===== config.mk =====
export PLATFORM = sky130hd
export DESIGN_NAME = gps_epoch_unit
export DESIGN_NICKNAME = d
export VERILOG_FILES = /design/src/rtl/gps_epoch_pkg.sv /design/src/rtl/epoch_counter.sv /design/src/rtl/epoch_preset_ctrl.sv /design/src/rtl/epoch_snapshot.sv /design/src/rtl/gps_epoch_unit.sv
export SDC_FILE = /design/constraint.sdc
export NUM_CORES = 1
export LEC_CHECK = 0
export ABC_AREA = 1
export BUFFER_PORTS_ARGS = -buffer_cell sky130_fd_sc_hd__buf_2
export CAP_MARGIN = 40
export CORE_MARGIN = 5
export CORE_UTILIZATION = 47
export CTS_BUF_LIST = sky130_fd_sc_hd__clkbuf_4 sky130_fd_sc_hd__clkbuf_8 sky130_fd_sc_hd__clkbuf_16
export DETAILED_ROUTE_END_ITERATION = 6
export PLACE_DENSITY = 0.8
export SLEW_MARGIN = 20
export SYNTH_ARGS = -nofsm -noshare
export SYNTH_HDL_FRONTEND = slang
export SYNTH_HIERARCHICAL = 1
export SYNTH_SLANG_ARGS = --single-unit

===== constraint.sdc =====
create_clock -name clk_i -period 1.77 [get_ports clk_i]
set_clock_uncertainty 0.2 [all_clocks]
set_input_delay 0.354 -clock clk_i [delete_from_list [all_inputs] [get_ports clk_i]]
set_output_delay 0.354 -clock clk_i [all_outputs]
set_load 0.01 [all_outputs]

===== src/rtl/gps_epoch_pkg.sv =====
package gps_epoch_pkg;
  localparam int unsigned FAST_MOD = 20;
  localparam int unsigned SLOW_MOD = 50;
  localparam int unsigned FAST_W   = $clog2(FAST_MOD);
  localparam int unsigned SLOW_W   = $clog2(SLOW_MOD);
  localparam int unsigned WORD_W   = 16;
  localparam int unsigned SLOW_LSB = 8;

  typedef struct packed {
    logic [SLOW_W-1:0] slow;
    logic [FAST_W-1:0] fast;
  } epoch_t;

  function automatic logic [WORD_W-1:0] pack_epoch(epoch_t e);
    logic [WORD_W-1:0] w;
    w = '0;
    w[SLOW_LSB +: SLOW_W] = e.slow;
    w[FAST_W-1:0]         = e.fast;
    return w;
  endfunction

  function automatic epoch_t unpack_epoch(logic [WORD_W-1:0] w);
    epoch_t e;
    e.slow = w[SLOW_LSB +: SLOW_W];
    e.fast = w[FAST_W-1:0];
    return e;
  endfunction
endpackage


===== src/rtl/epoch_counter.sv =====
module epoch_counter #(
  parameter int unsigned MOD = 20,
  parameter int unsigned W   = $clog2(MOD)
) (
  input  logic         clk_i,
  input  logic         rst_ni,
  input  logic         inc_i,
  input  logic         load_i,
  input  logic [W-1:0] load_val_i,
  output logic [W-1:0] cnt_o,
  output logic         wrap_o
);
  localparam logic [W-1:0] TOP = W'(MOD - 1);

  logic [W-1:0] cnt_q;
  logic         at_top;

  assign at_top = (cnt_q >= TOP);
  assign wrap_o = inc_i && !load_i && at_top;
  assign cnt_o  = cnt_q;

  always_ff @(posedge clk_i or negedge rst_ni) begin
    if (!rst_ni)      cnt_q <= '0;
    else if (load_i)  cnt_q <= load_val_i;
    else if (inc_i)   cnt_q <= at_top ? '0 : cnt_q + W'(1);
  end
endmodule


===== src/rtl/epoch_preset_ctrl.sv =====
module epoch_preset_ctrl
  import gps_epoch_pkg::*;
(
  input  logic   clk_i,
  input  logic   rst_ni,
  input  logic   we_i,
  input  logic   preset_mode_i,
  input  epoch_t wr_val_i,
  input  logic   tic_i,
  output epoch_t hold_o,
  output logic   apply_o
);
  epoch_t hold_q;
  logic   we_q, armed_q, arm_set;

  // arm on trailing edge of a preset-mode write
  assign arm_set = we_q && !we_i && preset_mode_i;
  assign apply_o = tic_i && armed_q;
  assign hold_o  = hold_q;

  always_ff @(posedge clk_i or negedge rst_ni) begin
    if (!rst_ni) begin
      hold_q  <= '0;
      we_q    <= 1'b0;
      armed_q <= 1'b0;
    end else begin
      we_q <= we_i;
      if (we_i && preset_mode_i) hold_q <= wr_val_i;
      if (arm_set)      armed_q <= 1'b1;
      else if (apply_o) armed_q <= 1'b0;
    end
  end
endmodule


===== src/rtl/epoch_snapshot.sv =====
module epoch_snapshot
  import gps_epoch_pkg::*;
(
  input  logic   clk_i,
  input  logic   rst_ni,
  input  logic   tic_i,
  input  epoch_t cur_i,
  output epoch_t snap_o
);
  epoch_t snap_q;

  always_ff @(posedge clk_i or negedge rst_ni) begin
    if (!rst_ni)    snap_q <= '0;
    else if (tic_i) snap_q <= cur_i;
  end

  assign snap_o = snap_q;
endmodule


===== src/rtl/gps_epoch_unit.sv =====
module gps_epoch_unit
  import gps_epoch_pkg::*;
(
  input  logic              clk_i,
  input  logic              rst_ni,
  input  logic              code_epoch_i,
  input  logic              tic_i,
  input  logic              preset_mode_i,
  input  logic              load_we_i,
  input  logic [WORD_W-1:0] load_data_i,
  output logic [WORD_W-1:0] live_o,
  output logic [WORD_W-1:0] snap_o
);
  epoch_t wr_val, hold, ld_val, cur, snap;
  logic   imm_load, pre_apply, ld, fast_wrap, slow_wrap;

  assign wr_val   = unpack_epoch(load_data_i);   // drops pad bits
  assign imm_load = load_we_i && !preset_mode_i;
  assign ld       = imm_load || pre_apply;
  assign ld_val   = imm_load ? wr_val : hold;

  epoch_preset_ctrl u_pre (
    .clk_i, .rst_ni,
    .we_i(load_we_i), .preset_mode_i, .wr_val_i(wr_val), .tic_i,
    .hold_o(hold), .apply_o(pre_apply)
  );

  epoch_counter #(.MOD(FAST_MOD), .W(FAST_W)) u_fast (
    .clk_i, .rst_ni,
    .inc_i(code_epoch_i), .load_i(ld), .load_val_i(ld_val.fast),
    .cnt_o(cur.fast), .wrap_o(fast_wrap)
  );

  epoch_counter #(.MOD(SLOW_MOD), .W(SLOW_W)) u_slow (
    .clk_i, .rst_ni,
    .inc_i(fast_wrap), .load_i(ld), .load_val_i(ld_val.slow),
    .cnt_o(cur.slow), .wrap_o(slow_wrap)
  );

  epoch_snapshot u_snap (
    .clk_i, .rst_ni, .tic_i, .cur_i(cur), .snap_o(snap)
  );

  assign live_o = pack_epoch(cur);
  assign snap_o = pack_epoch(snap);
endmodule


Yosys cells after proc, flatten, opt, wreduce, memory -nomap -nowiden
Index checks and enable logic that the tools add are counted.
Cells by class
  add/sub/neg operators: 2
  order comparisons: 2
  muxes and demuxes: 9
  reductions and logical operators: 14
Operator list (number)
  two-way mux 6 bit: 3
  two-way mux 5 bit: 3
  two-way mux 11 bit: 1
  logical AND 1 bit: 7
  adder 6 x 1 -> 6 bit (second input constant): 1
  >= comparator 6 bit (second input constant): 1
  nonzero test 2 bit: 3
  adder 5 x 1 -> 5 bit (second input constant): 1
  >= comparator 5 bit (second input constant): 1
  logical NOT 1 bit: 3
  two-way mux 1 bit: 2
  logical OR 1 bit: 1
Word-level totals
  flip-flop bits (word level): 35
  input port bits: 22
  output and inout bits: 32
  logic and storage cells: 35

Longest topological paths before layout
  depth in word-level cells: 8
  mapped depth: 12
  depth with buffers taken out: 11

Cells and area by module
Netlist, hierarchy kept.
By module, submodules not included
  epoch_preset_ctrl: times used 1, cells an instance 57, area an instance 520.5 um^2, seq. area each 325.3 um^2
  epoch_counter at u_slow: times used 1, cells an instance 55, area an instance 429.2 um^2, seq. area each 150.1 um^2
  epoch_snapshot: times used 1, cells an instance 47, area an instance 421.7 um^2, seq. area each 275.3 um^2
  epoch_counter at u_fast: times used 1, cells an instance 43, area an instance 365.4 um^2, seq. area each 125.1 um^2
  gps_epoch_unit: times used 1, cells an instance 51, area an instance 280.3 um^2, seq. area each 0.0 um^2

Worst setup path before layout
Ideal clock, no wire load.
  kind: reg2reg
  start: register u_fast.cnt_q[0] (netlist: u_fast/cnt_o[0])
  end: register u_slow.cnt_q[5] (netlist: u_slow/cnt_o[5])
  setup time: 0.066 ns
  data arrival time: 1.621 ns
  slack: -0.117 ns
  cell stages (with the launch flop): 12
  buffers on the path: 0
  clock period less this slack: 1.887 ns
  path through: dfrtp_1 ha_1 nor2_4 nand3_2 nand2_4 nor3_1 inv_1 nor2_4 inv_2 a21oi_2 nand2_1 nand2_1
Between the ends
  cells in the longest elaborated chain, start to end: 3
RTL lines
  start: declaration: RTL line epoch_counter.sv:15  | logic [W-1:0] cnt_q;
  start signal: assignment: RTL line epoch_counter.sv:24  | else if (load_i) cnt_q <= load_val_i;
  start signal: assignment: RTL line epoch_counter.sv:25  | else if (inc_i) cnt_q <= at_top ? '0 : cnt_q + W'(1);
  >= comparator 5 bit: RTL line epoch_counter.sv:18  | assign at_top = (cnt_q >= TOP);
  logical AND 1 bit: RTL line epoch_counter.sv:19  | assign wrap_o = inc_i && !load_i && at_top;
  via fast_wrap: RTL line gps_epoch_unit.sv:15  | logic imm_load, pre_apply, ld, fast_wrap, slow_wrap;
  nonzero test 2 bit (no line)
  end signal: assignment: RTL line epoch_counter.sv:24
  end signal: assignment: RTL line epoch_counter.sv:25
  end: declaration: RTL line epoch_counter.sv:15
The timed path passes the listed nets, and every way through them passes these cells.
A chain may end at the register's enable or synchronous reset.

Final worst setup path
  start: register u_fast.cnt_q[1] (netlist: u_fast/cnt_o[1])
  end: register u_slow.cnt_q[3] (netlist: u_slow/cnt_o[3])
Same word-level chain as after synthesis.

==> results.py <==
metrics = {
    "outcome": {
        "status": "completed",
    },
    "global_routing": {
        "top_usage_layer": "met2",
        "grt_first_pass_wirelength_um": 7017,
        "grt_max_degree": 26,
        "grtUsageMet3": 0.03958,
        "grt_usage": 0.1591,
        "grt_pass1_vias": 1595,
        "grt_use_met1": 0.2086,
        "use_met2": 0.2560,
        "gr-total-overflow": 0,
        "antenna_found_initial": 0,
    },
    "job": {
        "max_cap_violations": 0,
    },
    "cts": {
        "cts_htree_levels": 2,
        "cts_tree": "built",
        "clockBufferDepth": 2,
        "clk_pin_slew_ns": 0.07,
        "cts.sinks": 35,
        "cts_buffers": 5,
        "clock-root-buffer": "clkbuf_8",
        "clk_latency_ns": 0.28,
    },
    "floorplan": {
        "row_count": 23,
        "fp.coreArea_um2": 4086,
        "die_y_um": 75.45,
        "die_w_um": 75.45,
        "start_util": 0.4927,
        "dieArea_um2": 5692,
        "ios": 54,
    },
    "placement": {
        "preCtsSetupSlack_ns": 0.04287,
        "port_buffers": 38,
        "hpwl_um": 3164,
        "gp_congestion": 0.8169,
        "place_area_um2": 2222,
    },
    "cells_and_area": {
        "final_cell_area_um2": 2421,
        "antenna_cells": 0,
        "regArea_um2": 878.3,
        "fill_cells": 386,
        "drive_above_1_share": 0.3079,
        "final_nets": 327,
        "multi_input_area_um2": 975.9,
        "area_growth_pct": 20.26,
    },
    "timing": {
        "fin_tns_setup_ns": 0,
        "rsz0062_at_grt": "yes",
        "period_minus_slack_ns": 1.745,
        "layout_setup_ws_ns": 0.02500,
        "maxSlewViolCount": 0,
        "finalCritPeriodShare": 0.9859,
        "hold_viol": 0,
        "clock.fmax_mhz": 573.1,
        "setup_viol": 0,
    },
    "synthesis": {
        "synth_cells": 252,
        "synth_area_um2": 2013,
        "syn_area_per_cell_um2": 7.989,
        "yosys_warnings": 6,
    },
    "worst_setup_path": {
        "cp-end-kind": "register",
        "critPathKind": "reg -> reg",
        "start_kind": "register",
        "required_ns": 1.73,
        "path_max_fanout": 6,
        "critPathArrivalTime_ns": 1.70,
        "r2r_slack_ns": 0.02,
    },
    "hold_path": {
        "min_path_type": "in -> reg",
    },
    "routing": {
        "first_pass_iters": 4,
        "via_per_inst": 4.983,
        "first_iter_violations": 142,
        "routed_wl_um": 4375,
        "wl_per_cell_um": 12.43,
        "post-route-drc-count": 0,
        "ant_nets": 0,
        "num_vias": 1754,
    },
    "power_and_ir_drop": {
        "vdd_drop_max_mv": 0.5080,
        "p_per_area_nw_per_um2": 1112,
        "p_leak_nw": 1.341,
        "finalPower_w": 0.002692,
    },
}
## worst max-delay path: stages (launching register included)
cell and delay [ns]:
dfrtp_2 0.40, buf_6 0.13, nand2_1 0.06, nand3_2 0.09, nand2_4 0.08, nor3_4 0.21
buf_6 0.13, nor2_4 0.05, a22oi_1 0.17, o21ai_1 0.10
## metrics by stage
step,std cells,utilization,hold WS (ns)
global route,352,0.5925,0.1210
detailed placement,339,0.5438,0.1168
floorplan,261,-,-0.1416
global placement,339,0.5438,0.1080
finish,352,0.5925,0.1186
CTS,348,0.5716,0.1105
## path summary, 6_finish.rpt
| kind | startpoint | to | depth (start not counted) |
|---|---|---|---|
| min in group asynchronous | rst_ni | u_pre/hold_o[10] | 2 |
| worst max register to register | u_fast/cnt_o[1] | u_slow/cnt_o[3] | 9 |
| max in group asynchronous | rst_ni | u_fast/cnt_o[0] | 3 |
| worst min register to register | u_snap/snap_o[8] | u_snap/snap_o[8] | 2 |
| worst min-delay path | load_data_i[3] | u_pre/hold_o[3] | 3 |
| worst max-delay path | u_fast/cnt_o[1] | u_slow/cnt_o[3] | 9 |
## placed cells by master (no fill, tap or decap), types with 2 or more instances in the layout
cell	instances
nor2_2	3
nand2_1	98
clkbuf_8	7
buf_6	3
nor2_1	2
buf_2	38
dfrtp_1	33
ha_1	3
dfrtp_2	2
o21ai_1	3
conb_1	10
xnor2_1	2
nand4_1	3
a22oi_1	8
a22oi_2	3
inv_2	5
buf_4	11
nand2_2	11
inv_1	12
nand3_1	32
nor2_4	3
## flip-flops by register name, summed over array words and instances (netlist names)
signal         flops
u_pre/hold_o      11
u_snap/snap_o     11
u_slow/cnt_o       6
u_fast/cnt_o       5
u_pre/armed_q      1
u_pre/we_q         1
## where the power goes
part	leakage (nW)	internal, W	total [W]	switching [W]
logic	0.847	0.000396	0.000907	0.000510
clock network	0.0549	0.000370	0.000647	0.000277
registers	0.440	0.000966	0.00114	0.000172
## cell type report
class | instances | share of cell area
tap | 50 | 0.02584
clock buffer | 8 | 0.04289
sequential | 35 | 0.3628
multi-input combinational | 188 | 0.4031
timing repair buffer | 54 | 0.1390
inverter | 17 | 0.02636
## metal layers
metal	part of all wire	wire, µm	vias to the layer above
met5	0	0	-
met3	0.084	369	2
met2	0.47	2038	69
met1	0.45	1956	800
met4	0.0023	10	0
li1	-	-	883
## what timing repair did
item	4_1_cts	5_1_grt
endpoints found under the hold margin	17	0
setup buffers	0	4
endpoints found under the setup margin	0	6
resized for setup	0	11
hold buffers	1	0
(Power assumes the default switching activity.)
